===== src/rtl/pci_err_pkg.sv =====
package pci_err_pkg;
  localparam int N_COND   = 6;
  localparam int AHI_W    = 4;
  localparam int STAT_LSB = 16;
  localparam int EN_LSB   = 8;
  localparam int AHI_LSB  = 28;

  localparam int FLG_FATAL  = 0;
  localparam int FLG_PARITY = 1;
  localparam int FLG_MULTI  = 2;
  localparam int FLG_BADMST = 3;
  localparam int FLG_READ   = 4;
  localparam int FLG_TARGET = 5;

  typedef struct packed {
    logic m_abort;
    logic t_abort;
    logic fatal_misc;
    logic par_local;
    logic par_remote;
  } bus_evt_t;
endpackage


===== src/rtl/pci_gnt_watchdog.sv =====
module pci_gnt_watchdog #(
  parameter int LIMIT = 16
) (
  input  logic clk,
  input  logic rst_n,
  input  logic grant_new,
  input  logic frame_seen,
  input  logic req_active,
  output logic bad_master_o
);
  localparam int CNT_W = $clog2(LIMIT + 1);
  localparam logic [CNT_W-1:0] LAST = CNT_W'(LIMIT - 1);

  logic             armed_q;
  logic [CNT_W-1:0] cnt_q;
  logic             bad_q;
  logic             activity;

  assign activity = frame_seen | ~req_active;

  always_ff @(posedge clk or negedge rst_n) begin
    if (!rst_n) begin
      armed_q <= 1'b0;
      cnt_q   <= '0;
      bad_q   <= 1'b0;
    end else begin
      bad_q <= 1'b0;
      if (grant_new) begin
        armed_q <= 1'b1;
        cnt_q   <= '0;
      end else if (armed_q) begin
        if (activity) begin
          armed_q <= 1'b0;
        end else if (cnt_q == LAST) begin
          armed_q <= 1'b0;
          bad_q   <= 1'b1;
        end else begin
          cnt_q <= cnt_q + 1'b1;
        end
      end
    end
  end

  assign bad_master_o = bad_q;

  AST_WD_CNT_RANGE: assert property (@(posedge clk) disable iff (!rst_n)
    armed_q |-> (cnt_q <= LAST));
  AST_WD_FIRE_ARMED: assert property (@(posedge clk) disable iff (!rst_n)
    bad_q |-> $past(armed_q));
  AST_WD_STOPS: assert property (@(posedge clk) disable iff (!rst_n)
    (armed_q && !grant_new && activity) |=> (!armed_q && !bad_q));
  AST_WD_RESTART: assert property (@(posedge clk) disable iff (!rst_n)
    grant_new |=> (armed_q && cnt_q == '0));
endmodule


===== src/rtl/pci_err_flags.sv =====
module pci_err_flags
  import pci_err_pkg::*;
#(
  parameter int AW = AHI_W
) (
  input  logic                clk,
  input  logic                rst_n,
  input  bus_evt_t            evt,
  input  logic                bm_evt,
  input  logic                err_is_read,
  input  logic                err_as_target,
  input  logic [AW-1:0]       err_addr_hi,
  input  logic [N_COND-1:0]   clr_mask,
  output logic [N_COND-1:0]   stat_o,
  output logic [AW-1:0]       addr_hi_o
);
  logic [N_COND-1:0] stat_q, stat_d;
  logic [AW-1:0]     ahi_q;
  logic              fatal_evt, par_evt, bus_err, any_err, pending, first;

  assign fatal_evt = evt.m_abort | evt.t_abort | evt.fatal_misc;
  assign par_evt   = evt.par_local | evt.par_remote;
  assign bus_err   = fatal_evt | par_evt;
  assign any_err   = bus_err | bm_evt;
  assign pending   = stat_q[FLG_FATAL] | stat_q[FLG_PARITY] | stat_q[FLG_BADMST];
  assign first     = bus_err & ~pending;

  always_comb begin
    stat_d = stat_q & ~clr_mask;
    if (fatal_evt) stat_d[FLG_FATAL]  = 1'b1;
    if (par_evt)   stat_d[FLG_PARITY] = 1'b1;
    if (bm_evt)    stat_d[FLG_BADMST] = 1'b1;
    if (any_err && (stat_q[FLG_FATAL] || stat_q[FLG_PARITY]))
      stat_d[FLG_MULTI] = 1'b1;
    if (first) begin
      stat_d[FLG_READ]   = err_is_read;
      stat_d[FLG_TARGET] = err_as_target;
    end
  end

  always_ff @(posedge clk or negedge rst_n) begin
    if (!rst_n) begin
      stat_q <= '0;
      ahi_q  <= '0;
    end else begin
      stat_q <= stat_d;
      if (first) ahi_q <= err_addr_hi;
    end
  end

  assign stat_o    = stat_q;
  assign addr_hi_o = ahi_q;

  AST_FATAL_SETS: assert property (@(posedge clk) disable iff (!rst_n)
    (evt.m_abort || evt.t_abort || evt.fatal_misc) |=> stat_q[FLG_FATAL]);
  AST_PARITY_SETS: assert property (@(posedge clk) disable iff (!rst_n)
    (evt.par_local || evt.par_remote) |=> stat_q[FLG_PARITY]);
  AST_MULTI_CAUSE: assert property (@(posedge clk) disable iff (!rst_n)
    $rose(stat_q[FLG_MULTI]) |-> $past(stat_q[FLG_FATAL] || stat_q[FLG_PARITY]));
  AST_CAPTURE_HOLD: assert property (@(posedge clk) disable iff (!rst_n)
    $past(pending) |-> (ahi_q == $past(ahi_q)));
  AST_NO_SELF_CLEAR: assert property (@(posedge clk) disable iff (!rst_n)
    (clr_mask == '0) |=> ((stat_q[3:0] & $past(stat_q[3:0])) == $past(stat_q[3:0])));
endmodule


===== src/rtl/pci_err_irq.sv =====
module pci_err_irq #(
  parameter int N = 6
) (
  input  logic         clk,
  input  logic         rst_n,
  input  logic         en_wr,
  input  logic [N-1:0] en_wdata,
  input  logic [N-1:0] stat,
  output logic [N-1:0] en_o,
  output logic         irq_o
);
  logic [N-1:0] en_q;
  logic [N-1:0] gated;

  always_ff @(posedge clk or negedge rst_n) begin
    if (!rst_n)     en_q <= '0;
    else if (en_wr) en_q <= en_wdata;
  end

  for (genvar i = 0; i < N; i++) begin : g_gate
    assign gated[i] = en_q[i] & stat[i];
  end

  assign irq_o = |gated;
  assign en_o  = en_q;

  AST_IRQ_MASKED: assert property (@(posedge clk) disable iff (!rst_n)
    (en_q == '0) |-> !irq_o);
  AST_IRQ_NEEDS_FLAG: assert property (@(posedge clk) disable iff (!rst_n)
    (stat == '0) |-> !irq_o);
endmodule


===== src/rtl/pci_err_capture.sv =====
module pci_err_capture
  import pci_err_pkg::*;
#(
  parameter int WD_LIMIT = 16
) (
  input  logic        clk,
  input  logic        rst_n,
  input  logic        ev_mabort,
  input  logic        ev_tabort,
  input  logic        ev_fatal_misc,
  input  logic        ev_par_local,
  input  logic        ev_par_remote,
  input  logic        err_is_read,
  input  logic        err_as_target,
  input  logic [3:0]  err_addr_hi,
  input  logic        arb_grant_new,
  input  logic        mst_frame,
  input  logic        mst_req,
  input  logic        reg_wr,
  input  logic [31:0] reg_wdata,
  output logic [31:0] reg_rdata,
  output logic        irq_o
);
  bus_evt_t          evt;
  logic              bm_evt;
  logic [N_COND-1:0] stat, en, clr_mask;
  logic [AHI_W-1:0]  ahi;
  logic              unused_wbits;

  assign evt = '{m_abort: ev_mabort, t_abort: ev_tabort, fatal_misc: ev_fatal_misc,
                 par_local: ev_par_local, par_remote: ev_par_remote};
  assign clr_mask = reg_wr ? reg_wdata[STAT_LSB +: N_COND] : '0;
  assign unused_wbits = ^{reg_wdata[31:22], reg_wdata[15:14], reg_wdata[7:0]};

  pci_gnt_watchdog #(.LIMIT(WD_LIMIT)) u_wd (
    .clk(clk), .rst_n(rst_n), .grant_new(arb_grant_new),
    .frame_seen(mst_frame), .req_active(mst_req), .bad_master_o(bm_evt)
  );

  pci_err_flags #(.AW(AHI_W)) u_flags (
    .clk(clk), .rst_n(rst_n), .evt(evt), .bm_evt(bm_evt),
    .err_is_read(err_is_read), .err_as_target(err_as_target),
    .err_addr_hi(err_addr_hi), .clr_mask(clr_mask),
    .stat_o(stat), .addr_hi_o(ahi)
  );

  pci_err_irq #(.N(N_COND)) u_irq (
    .clk(clk), .rst_n(rst_n), .en_wr(reg_wr),
    .en_wdata(reg_wdata[EN_LSB +: N_COND]), .stat(stat),
    .en_o(en), .irq_o(irq_o)
  );

  assign reg_rdata = {ahi, 6'b0, stat, 2'b0, en, 8'b0};

  AST_RSVD_ZERO: assert property (@(posedge clk) disable iff (!rst_n)
    (reg_rdata[27:22] == '0 && reg_rdata[15:14] == '0 && reg_rdata[7:0] == '0));
endmodule


===== config.mk =====
export PLATFORM = sky130hd
export DESIGN_NAME = pci_err_capture
export DESIGN_NICKNAME = d
export VERILOG_FILES = /design/src/rtl/pci_err_pkg.sv /design/src/rtl/pci_gnt_watchdog.sv /design/src/rtl/pci_err_flags.sv /design/src/rtl/pci_err_irq.sv /design/src/rtl/pci_err_capture.sv
export SDC_FILE = /design/constraint.sdc
export NUM_CORES = 1
export LEC_CHECK = 0
export BUFFER_PORTS_ARGS = -buffer_cell sky130_fd_sc_hd__buf_2
export CORE_MARGIN = 1.5
export CORE_UTILIZATION = 40
export CTS_CLUSTER_SIZE = 28
export DETAILED_ROUTE_END_ITERATION = 7
export PLACE_DENSITY = 0.76
export REMOVE_ABC_BUFFERS = 1
export SLEW_MARGIN = 20
export SYNTH_ARGS = -nofsm -noshare
export SYNTH_HDL_FRONTEND = slang
export SYNTH_SLANG_ARGS = --single-unit

===== constraint.sdc =====
create_clock -name clk -period 5.09 [get_ports clk]
set_input_delay 1.018 -clock clk [delete_from_list [all_inputs] [get_ports clk]]
set_output_delay 1.018 -clock clk [all_outputs]
set_load 0.03 [all_outputs]

==> results.md <==
Logic synthesis:
- In this run the cell area of the synthesized design comes to 1142 µm².
- Synthesis instantiated 30 different standard cells from the library.
- The part of the Yosys area used for sequential elements is 50.38%.
- The number of enable-type register cells in the synthesized netlist is 0.
- The total of flip-flops plus latches after synthesis is 23.
- The synthesized instance count is 99.
- The flip-flop cell with the highest count after synthesis is dfrtp_1.
- The post-synthesis average cell area is 11.54 µm².
- The fraction of registers with async set/reset is 100.0%.
- During synthesis, Yosys emitted a total of 0 warnings.

Detailed routing:
- Summed over all layers, the routed wires come to 2156 µm.
- The DRC marker count from the first detailed-route iteration is 12.
- The via density per instance is 4.691.
- Once detail routing completed, the nets flagged for antenna violations numbered 0.
- The first TritonRoute pass finished after 2 iterations.
- The DRC violations left is 0.
- The total via count in the routed design is 821.
- In the final routed layout, each cell accounts on average for 12.32 µm.

CTS:
- The clock tree root driver cell is clkbuf_4.
- The clock net in this run drives a total of 23 sinks.
- The TritonCTS buffer count is 3.
- Buffers inserted to repair hold after CTS numbered 0.
- The clock slew seen by the registers of the worst setup and hold paths is 120 ps.
- The buffer depth of the longest clock path is 2.
- The clock reaches the later pin of the worst-skew pair after 300 ps.
- TritonCTS built the clock tree.
- The post-CTS setup buffer count is 0.
- Gates resized during post-CTS repair numbered 0.
- CTS built an H-tree with a depth of 1.

Timing:
- The setup-violating endpoint count in the final report is 0.
- The minimum clock period after layout is 2288 ps.
- Setup repair after global routing left no endpoint under its margin.
- The number of failing hold endpoints at the final stage is 0.
- The final number of max-transition violations is 0.
- Timing would allow up to 437.1 MHz.
- Adding up every negative setup slack in the final design gives 0 ps.
- The post-layout worst setup margin is 2802 ps.
- The fraction of the cycle the final worst path needs is 44.95%.
- The relative slew slack is 61.60%.
- For the pin with the worst max-slew slack, the measured transition is 576.0 ps.
- The worst hold slack after final layout is 482.8 ps.
- The post-route clock skew is 2.693 ps.

Critical path:
- Together, buffers and inverters on the worst path number 1.
- The category of cells accounting for the largest share of critical-path delay is flip-flops.
- Among all stages on the critical path, the largest delay is contributed by dfrtp_1.
- The element type at the critical path start is a register.
- The data arrival time at the worst-slack endpoint is 1270 ps.
- At the worst endpoint, the required time is 4070 ps.
- The worst stage delay on the critical path is 470 ps.
- The kind of capture point of the worst setup path is an output pin.
- The worst setup path is of the reg2out kind.
- The worst-path maximum fanout is 5.
- The signal on the critical path passes through a22oi_1 > nand3_1 > buf_2.

Global route:
- The first global-routing pass estimated 3539 µm of wire.
- The via count of the first global-routing pass came to 790.
- The initial antenna violation count is 0.
- The maximum number of pins on one net before global-route repair is 24.
- Global routing consumed, over all layers together, 14.36% of the routing resources.
- The total overflow left after global routing is 0.

Die:
- The number of placed I/O pins is 82.
- The area of the die is 3185 µm².
- For this configuration, the core starts out at a cell density of 41.78%.
- After floorplanning, the core was sized to cover 2734 µm².
- The floorplan die height is 56.44 µm.
- The horizontal die dimension is 56.44 µm.
- The number of core rows is 19.

Placed design:
- Once placement finished, the instance area stood at 1330 µm².
- Counting tap cells, the placed design contains a total of 171 instances.
- Summed over all nets, the half-perimeter wirelength after detailed placement is 1655 µm.
- The weighted congestion at the end of routability-driven global placement is 0.7407.
- OpenSTA, run right after detailed placement, puts the worst setup slack at 2740 ps.
- The number of buffers added on ports is 45.

Final layout:
- The fraction of final layout cells with drive strength greater than 1 is 45.14%.
- The finished cells cover 1356 µm².
- Cells fill 49.61% of the core in the end.
- Compared with the post-synthesis result, the final layout area differs by 18.73%.
- The diode insertion count for antenna repair is 0.
- For this run, the post-layout net count is 196.
- The final instance count without filler cells is 175.
- The most common cell after layout, fill and taps aside is buf_2.
- Leaving out fill and tap cells, the most frequent cells in the layout are 45 x buf_2, 23 x dfrtp_1, 16 x conb_1.
- Fill cells in the final layout number 256.

Power and ir drop:
- The worst vdd rail ir drop is 0.0001812 V.
- After layout, the design draws a total of 0.3655 mW.
- Dividing total power by cell area gives a power density of 269.5 nW/µm².
- The static leakage power is 0.6901 nW.

Worst hold path:
- The min-delay analysis places its worst path in the category reg2reg.

Outcome:
- The run finished with clean final reports.

Job:
- The tool flagged a number of max-cap violations equal to 0.
[logic make-up after synthesis]
logic type / share of synthesized area (%)
AOI/OAI and AO/OA: 8.982
other: 0.3283
DFF: 50.38
adders and majority gates: 2.190
and+or+nand+nor: 11.72
muxes: 13.69
buffers and inverters: 11.94
xor gates and xnor gates: 0.7668
[flip-flops by register name, indices dropped and copies added, names as in the netlist]
name and cells:
u_wd.armed_q 1, u_flags.addr_hi_o 4, u_wd.cnt_q 5, u_flags.stat_o 6, u_irq.en_o 6, u_wd.bad_master_o 1
[cell usage after synthesis, drive strengths merged (2+ instances only)]
cell type | instances | area (µm²)
nand2 | 10 | 37.54
ha | 2 | 25.02
a21boi | 2 | 15.01
a22oi | 3 | 22.52
buf | 17 | 125.1
dfrtp | 23 | 575.6
mux2 | 13 | 146.4
nor3 | 2 | 10.01
nor2 | 6 | 22.52
clkbuf | 2 | 7.510
[power by group]
part	total, mW	switching (mW)	internal (mW)
Sequential	0.201	0.00735	0.193
Combinational	0.0817	0.0550	0.0267
Clock	0.0832	0.0527	0.0305
[layout make-up]
type | count | area [µm²] | area share [%]
clock buffers | 4 | 26.28 | 1.937
inverters | 1 | 3.754 | 0.2768
multi-input cells | 71 | 486.7 | 35.89
flip-flops and latches | 23 | 575.6 | 42.44
well taps | 31 | 38.79 | 2.860
repair buffers | 45 | 225.2 | 16.61
[final timing paths]
path | cells past startpoint | slack, ps | from | end
hold reg to reg | 1 | 480 | u_wd.bad_master_o$_DFF_PN0_ | u_flags.stat_o[3]$_DFF_PN0_
setup reg to reg | 6 | 3130 | u_wd.cnt_q[0]$_DFFE_PN0P_ | u_wd.cnt_q[3]$_DFFE_PN0P_
min in group asynchronous | 1 | 660 | rst_n | u_flags.addr_hi_o[1]$_DFFE_PN0P_
hold / removal | 1 | 480 | u_wd.bad_master_o$_DFF_PN0_ | u_flags.stat_o[3]$_DFF_PN0_
max in group asynchronous | 1 | 4090 | rst_n | u_irq.en_o[4]$_DFFE_PN0P_
setup / recovery | 3 | 2800 | u_flags.stat_o[0]$_DFF_PN0_ | irq_o
[metal layers]
layer	routed length, µm	global-route usage [%]	up-vias
li1	-	-	401
met3	163	3.456	0
met2	1135	25.91	34
met4	0	5.102	0
met1	858	16.32	386
met5	0	0	-
No activity file was read; power rests on OpenSTA's default activity.
